===== src/rtl/rrs_pkg.sv =====
package rrs_pkg;
  localparam int CFG_W       = 24;
  localparam int SEC_LO_BIT  = 21;
  localparam int SEC_HI_BIT  = 22;
  localparam int SHORT_BIT   = 23;
  localparam int OFS_MCS1    = 2;
  localparam int OFS_MCS3    = 4;

  typedef enum logic [1:0] {
    KIND_ACK  = 2'd0,
    KIND_BACK = 2'd1,
    KIND_CTS  = 2'd2,
    KIND_RSV  = 2'd3
  } resp_kind_e;
endpackage


===== src/rtl/rrs_ceiling.sv =====
module rrs_ceiling #(
  parameter int N_CCK  = 4,
  parameter int N_OFDM = 8,
  parameter int N_MCS  = 8,
  parameter int IDX_W  = 5
) (
  input  logic [IDX_W-1:0] rx_rate,
  output logic [IDX_W-1:0] ceil_idx,
  output logic             rx_is_ht
);
  import rrs_pkg::*;
  localparam int LEG_N  = N_CCK + N_OFDM;
  localparam int NRATE  = LEG_N + N_MCS;

  logic [IDX_W-1:0] mcs_num;

  always_comb begin
    mcs_num  = rx_rate - IDX_W'(LEG_N);
    rx_is_ht = 1'b0;
    ceil_idx = rx_rate;
    if (32'(rx_rate) >= NRATE) begin
      ceil_idx = IDX_W'(LEG_N - 1);
    end else if (32'(rx_rate) >= LEG_N) begin
      rx_is_ht = 1'b1;
      if (mcs_num == '0)
        ceil_idx = IDX_W'(N_CCK);
      else if (mcs_num < 3)
        ceil_idx = IDX_W'(N_CCK + OFS_MCS1);
      else
        ceil_idx = IDX_W'(N_CCK + OFS_MCS3);
    end
  end
endmodule


===== src/rtl/rrs_mask.sv =====
module rrs_mask #(
  parameter int N_CCK  = 4,
  parameter int N_OFDM = 8,
  parameter int N_MCS  = 8,
  parameter int IDX_W  = 5
) (
  input  logic [N_CCK+N_OFDM+N_MCS-1:0] bitmap,
  input  logic                          ofdm_only,
  input  logic [IDX_W-1:0]              ceil_idx,
  output logic [N_CCK+N_OFDM+N_MCS-1:0] elig,
  output logic [N_CCK+N_OFDM+N_MCS-1:0] below
);
  localparam int NRATE = N_CCK + N_OFDM + N_MCS;

  for (genvar i = 0; i < NRATE; i++) begin : g_bit
    localparam logic [IDX_W-1:0] POS = IDX_W'(i);
    localparam bit IS_CCK  = (i < N_CCK);
    localparam bit IS_OFDM = (i >= N_CCK) && (i < N_CCK + N_OFDM);
    logic kind_ok;
    if (IS_OFDM) begin : g_ofdm
      assign kind_ok = 1'b1;
    end else if (IS_CCK) begin : g_cck
      assign kind_ok = !ofdm_only;
    end else begin : g_mcs
      assign kind_ok = 1'b0;
    end
    assign elig[i]  = bitmap[i] & kind_ok;
    assign below[i] = elig[i] & (POS <= ceil_idx);
  end
endmodule


===== src/rtl/rrs_pick.sv =====
module rrs_pick #(
  parameter int N      = 20,
  parameter int IDX_W  = 5,
  parameter bit HIGHEST = 1'b1
) (
  input  logic [N-1:0]     vec,
  output logic             found,
  output logic [IDX_W-1:0] idx
);
  assign found = |vec;

  if (HIGHEST) begin : g_high
    always_comb begin
      idx = '0;
      for (int i = 0; i < N; i++)
        if (vec[i]) idx = IDX_W'(i);
    end
  end else begin : g_low
    always_comb begin
      idx = '0;
      for (int i = N - 1; i >= 0; i--)
        if (vec[i]) idx = IDX_W'(i);
    end
  end
endmodule


===== src/rtl/ctl_resp_rate_sel.sv =====
module ctl_resp_rate_sel #(
  parameter int N_CCK  = 4,
  parameter int N_OFDM = 8,
  parameter int N_MCS  = 8,
  parameter int IDX_W  = 5
) (
  input  logic                     clk,
  input  logic                     rst_n,
  input  logic                     in_valid,
  output logic                     in_ready,
  input  logic [rrs_pkg::CFG_W-1:0] in_cfg,
  input  logic [IDX_W-1:0]         in_rx_rate,
  input  logic [1:0]               in_kind,
  input  logic                     in_sec_upper,
  output logic                     out_valid,
  input  logic                     out_ready,
  output logic [IDX_W-1:0]         out_rate,
  output logic                     out_short,
  output logic                     out_sec
);
  import rrs_pkg::*;
  localparam int NRATE = N_CCK + N_OFDM + N_MCS;
  localparam logic [IDX_W-1:0] FALLBACK_IDX = IDX_W'(NRATE - 1);

  logic [IDX_W-1:0] ceil_idx;
  logic             rx_is_ht;
  logic             ht_ack;
  logic [NRATE-1:0] elig, below;
  logic             hi_found, lo_found;
  logic [IDX_W-1:0] hi_idx, lo_idx;
  logic [IDX_W-1:0] sel_rate;
  logic             sel_short, sel_sec;
  logic             take;

  rrs_ceiling #(.N_CCK(N_CCK), .N_OFDM(N_OFDM), .N_MCS(N_MCS), .IDX_W(IDX_W)) u_ceil (
    .rx_rate (in_rx_rate),
    .ceil_idx(ceil_idx),
    .rx_is_ht(rx_is_ht)
  );

  assign ht_ack = rx_is_ht && (in_kind != KIND_CTS);

  rrs_mask #(.N_CCK(N_CCK), .N_OFDM(N_OFDM), .N_MCS(N_MCS), .IDX_W(IDX_W)) u_mask (
    .bitmap   (in_cfg[NRATE-1:0]),
    .ofdm_only(ht_ack),
    .ceil_idx (ceil_idx),
    .elig     (elig),
    .below    (below)
  );

  rrs_pick #(.N(NRATE), .IDX_W(IDX_W), .HIGHEST(1'b1)) u_pick_hi (
    .vec(below), .found(hi_found), .idx(hi_idx)
  );

  rrs_pick #(.N(NRATE), .IDX_W(IDX_W), .HIGHEST(1'b0)) u_pick_lo (
    .vec(elig), .found(lo_found), .idx(lo_idx)
  );

  always_comb begin
    if (hi_found)      sel_rate = hi_idx;
    else if (lo_found) sel_rate = lo_idx;
    else if (ht_ack)   sel_rate = FALLBACK_IDX;
    else               sel_rate = '0;
  end

  assign sel_short = in_cfg[SHORT_BIT] && (sel_rate != '0) && (32'(sel_rate) < N_CCK);
  assign sel_sec   = (in_kind == KIND_CTS) &&
                     (in_sec_upper ? in_cfg[SEC_HI_BIT] : in_cfg[SEC_LO_BIT]);

  assign in_ready = !out_valid || out_ready;
  assign take     = in_valid && in_ready;

  always_ff @(posedge clk or negedge rst_n) begin
    if (!rst_n) begin
      out_valid <= 1'b0;
      out_rate  <= '0;
      out_short <= 1'b0;
      out_sec   <= 1'b0;
    end else begin
      if (take) begin
        out_valid <= 1'b1;
        out_rate  <= sel_rate;
        out_short <= sel_short;
        out_sec   <= sel_sec;
      end else if (out_ready) begin
        out_valid <= 1'b0;
      end
    end
  end
endmodule


===== config.mk =====
export PLATFORM = sky130hd
export DESIGN_NAME = ctl_resp_rate_sel
export DESIGN_NICKNAME = d
export VERILOG_FILES = /design/src/rtl/rrs_pkg.sv /design/src/rtl/rrs_ceiling.sv /design/src/rtl/rrs_mask.sv /design/src/rtl/rrs_pick.sv /design/src/rtl/ctl_resp_rate_sel.sv
export SDC_FILE = /design/constraint.sdc
export NUM_CORES = 1
export LEC_CHECK = 0
export CORE_ASPECT_RATIO = 1.25
export CORE_MARGIN = 10
export CORE_UTILIZATION = 47
export DETAILED_ROUTE_END_ITERATION = 10
export PLACE_DENSITY = 0.85
export SETUP_SLACK_MARGIN = 0.02
export SYNTH_ARGS = -nofsm -noshare
export SYNTH_HDL_FRONTEND = slang
export SYNTH_SLANG_ARGS = --single-unit

===== constraint.sdc =====
create_clock -name clk -period 2.95 [get_ports clk]
set_input_delay 0.295 -clock clk [delete_from_list [all_inputs] [get_ports clk]]
set_output_delay 0.295 -clock clk [all_outputs]
set_load 0.05 [all_outputs]

==> impl_metrics.toml <==
[die]
die_x_microns = 64.34
initial_core_util_pct = 48.07
die-area_sq_mm = 0.004852
dieHeight_microns = 75.42
coreArea_sq_mm = 0.002402
rows = 20
io_pins = 45

[synth]
synth-simple-area-share_pct = 30.77
synthFlopType = "dfrtp_1"
yosysMostFrequentCell = "nand2_1"
synthCells = 145
syn-num-nets = 184
syn_area_per_cell_sq_um = 7.965
ys_seq_area_share_pct = 17.33
muxShareOfSynthArea_pct = 0.8667
synthXorXnorAreaFrac_pct = 1.408
yosys_warnings = 0
synth-compound-area-share_pct = 41.06
ys_seq_elements = 8
synth_commonest_cells = "16 x nand2_1, 12 x nor2_1, 8 x dfrtp_1"
yosys.area.top_type = "dfrtp_1"
synth_edf_count = 0
yosysUniqueCellTypes = 64
synth-async-reset-ratio_pct = 100.0
synth_top_family_by_area = "compound AO/OA/AOI/OAI gates"
synth_top_area_share_pct = 17.33
netlist_top_cells_area = "dfrtp_1 17%, nand2_1 5.2%, nor2_1 3.9%"
synthAdderAreaFrac_pct = 3.250
synth_area_sq_mm = 0.001155

[worst_setup_path]
worstPathArrival_ps = 3000
cpPeakStageDelay_ps = 470
critPathKind = "in -> reg"
crit_path_frequent_cell = "o211ai_1"
timing.critical_path.buf_inv = 2
cpLargestDelayFamily = "compound AO/OA/AOI/OAI gates"
setup.worst_path.end_class = "flip-flop"
crit_chain = "clkdlybuf4s50_1, or3b_4, buf_4, nand2_1, o211ai_1, o41ai_2, o211ai_1, a211o_1, a2111oi_4, o21ai_1"
path_max_fanout = 5
critPathRequiredTime_ps = 3090
critPathSlowestCell = "clkdlybuf4s50_1"
cp-start-kind = "primary input"

[clocking]
clock_path_buffers = 2
clk_latency_ps = 260
root_buffer = "clkbuf_4"
cts.clk_slew.worst_paths_ps = 50
cts.sinks = 8
cts_buffers = 3
htree_levels = 1
cts_tree = "done"

[route]
dr.pass1.iters = 4
dr.first_iter.drc_count = 77
post_drt_wl_per_cell_microns = 16.99
drc = 0
antenna_left = 0
wirelength_microns = 4264
vias = 1505
vias_per_cell = 5.996

[placed_design]
place_hpwl_microns = 3385
dp_cells = 241
gp_congestion = 0.9724
portBuffers = 35
post_dp_cell_area_sq_mm = 0.001752

[sta]
max_freq_mhz = 350.2
fin_skew_ps = 1.025
slew_headroom_pct = 60.56
min_period_ps = 2856
hold_viol = 0
post-route-period-util_pct = 96.80
finalSetupViolCount = 0
tightest_slew_ps = 586.1
final_max_slew_viol_count = 0

[layout]
drive_gt1_share_pct = 32.57
finalNonFillerCells = 251
final_area_sq_mm = 0.001947
diodes = 0
final_util_pct = 81.04
final_nets = 259
area_growth_pct = 68.58

[global_route]
grt_usage_pct = 16.27
antenna_found_initial = 0
overflow = 0
grt_max_degree = 12
grt_pass1_wl_microns = 6534
grt_pass1_vias = 1460

[power]
ir_drop_mv = 0.1811
p_leak_nw = 0.8219
power_density_mw_per_mm2 = 301.1
p_total_mw = 0.5861

[min_path]
hold_class = "in -> async"

[job]
maxCapViolations = 0

[outcome]
status = "finished clean"
flip-flops by register name (all words and copies together) (netlist names):
register	count
out_sec	1
out_rate	5
out_valid	1
out_short	1
worst paths after layout:
check | from | to | slack, ps | depth (start not counted)
min in group clk | out_rate[2]$_DFFE_PN0P_ | out_rate[2]$_DFFE_PN0P_ | 480 | 1
hold reg to reg | out_rate[2]$_DFFE_PN0P_ | out_rate[2]$_DFFE_PN0P_ | 480 | 1
setup / recovery | in_rx_rate[0] | out_short$_DFFE_PN0P_ | 90 | 10
max in group asynchronous | rst_n | out_valid$_DFFE_PN0P_ | 2390 | 1
setup reg to reg | out_valid$_DFFE_PN0P_ | out_short$_DFFE_PN0P_ | 1660 | 4
hold / removal | rst_n | out_rate[3]$_DFFE_PN0P_ | 310 | 1
per-stage QoR:
| step | setup slack, ps | hold slack (ps) | setup TNS (ps) |
|---|---|---|---|
| floorplan | 446.3 | -0.5911 | 0 |
| global placement | -195.8 | 461.4 | -398.0 |
| detailed placement | -245.5 | 469.5 | -827.5 |
| CTS | 22.41 | 319.2 | 0 |
| global route | -33.92 | 334.0 | -33.92 |
| finish | 94.37 | 306.1 | 0 |
cells by family after synthesis:
group / count (synthesis)
AOI/OAI and AO/OA: 60
xor gates and xnor gates: 1
adders and majority gates: 3
buffers and inverters: 10
DFF: 8
muxes: 1
and+or+nand+nor: 62
worst reg2reg max path, delay by kind of cell, from the launching register on:
| family | cells | cell delay, ps |
|---|---|---|
| flip-flops | 1 | 370 |
| AO/OA/AOI/OAI | 2 | 500 |
| AND/OR/NAND/NOR | 2 | 350 |
cell type report:
cell class	count	area [sq um]
multi-input combinational	127	1001
timing repair buffer	75	663.1
fill	169	455.4
sequential	8	200.2
tap	33	41.29
clock buffer	3	22.52
inverter	5	18.77
cell usage in the layout, fill, tap and decap left out, types with 2 or more instances in the layout:
cell / instances
a21oi_1: 7
nand2b_1: 4
nor4_1: 4
o211ai_1: 4
a21boi_0: 2
dfrtp_1: 8
o31ai_1: 3
ha_1: 2
inv_1: 5
a2bb2oi_1: 2
a21o_1: 2
buf_6: 2
nor3_1: 4
buf_4: 37
o22ai_4: 2
dlymetal6s2s_1: 3
clkbuf_4: 3
nand2_1: 16
nand3_1: 3
nor2_1: 12
or3b_4: 2
o22ai_1: 3
o21ai_2: 2
clkdlybuf4s50_1: 32
o31ai_4: 2
o21ai_0: 7
layer usage:
| layer | share of wire [%] | wire length [microns] | vias up | GRT usage, % |
|---|---|---|---|---|
| li1 | - | - | 720 | - |
| met1 | 37 | 1585 | 705 | 14.73 |
| met2 | 55 | 2335 | 61 | 34.65 |
| met3 | 4.5 | 190 | 19 | 2.794 |
| met4 | 3.6 | 153 | 0 | 5.952 |
| met5 | 0 | 0 | - | 0 |
repair_timing:
item | CTS | global route
gates resized for setup | 1 | 20
pin swaps | 0 | 8
setup endpoints to repair | 1 | 5
endpoints found under the hold margin | 0 | 0
buffers inserted | 0 | 7
hold buffers | 0 | 0
report_power, final:
| group | switching, mW | internal [mW] | total [mW] |
|---|---|---|---|
| Clock | 0.0398 | 0.0467 | 0.0865 |
| Combinational | 0.199 | 0.172 | 0.370 |
| Sequential | 0.00651 | 0.123 | 0.129 |
| Total | 0.245 | 0.341 | 0.586 |
Power figures use the tool's default switching activity.
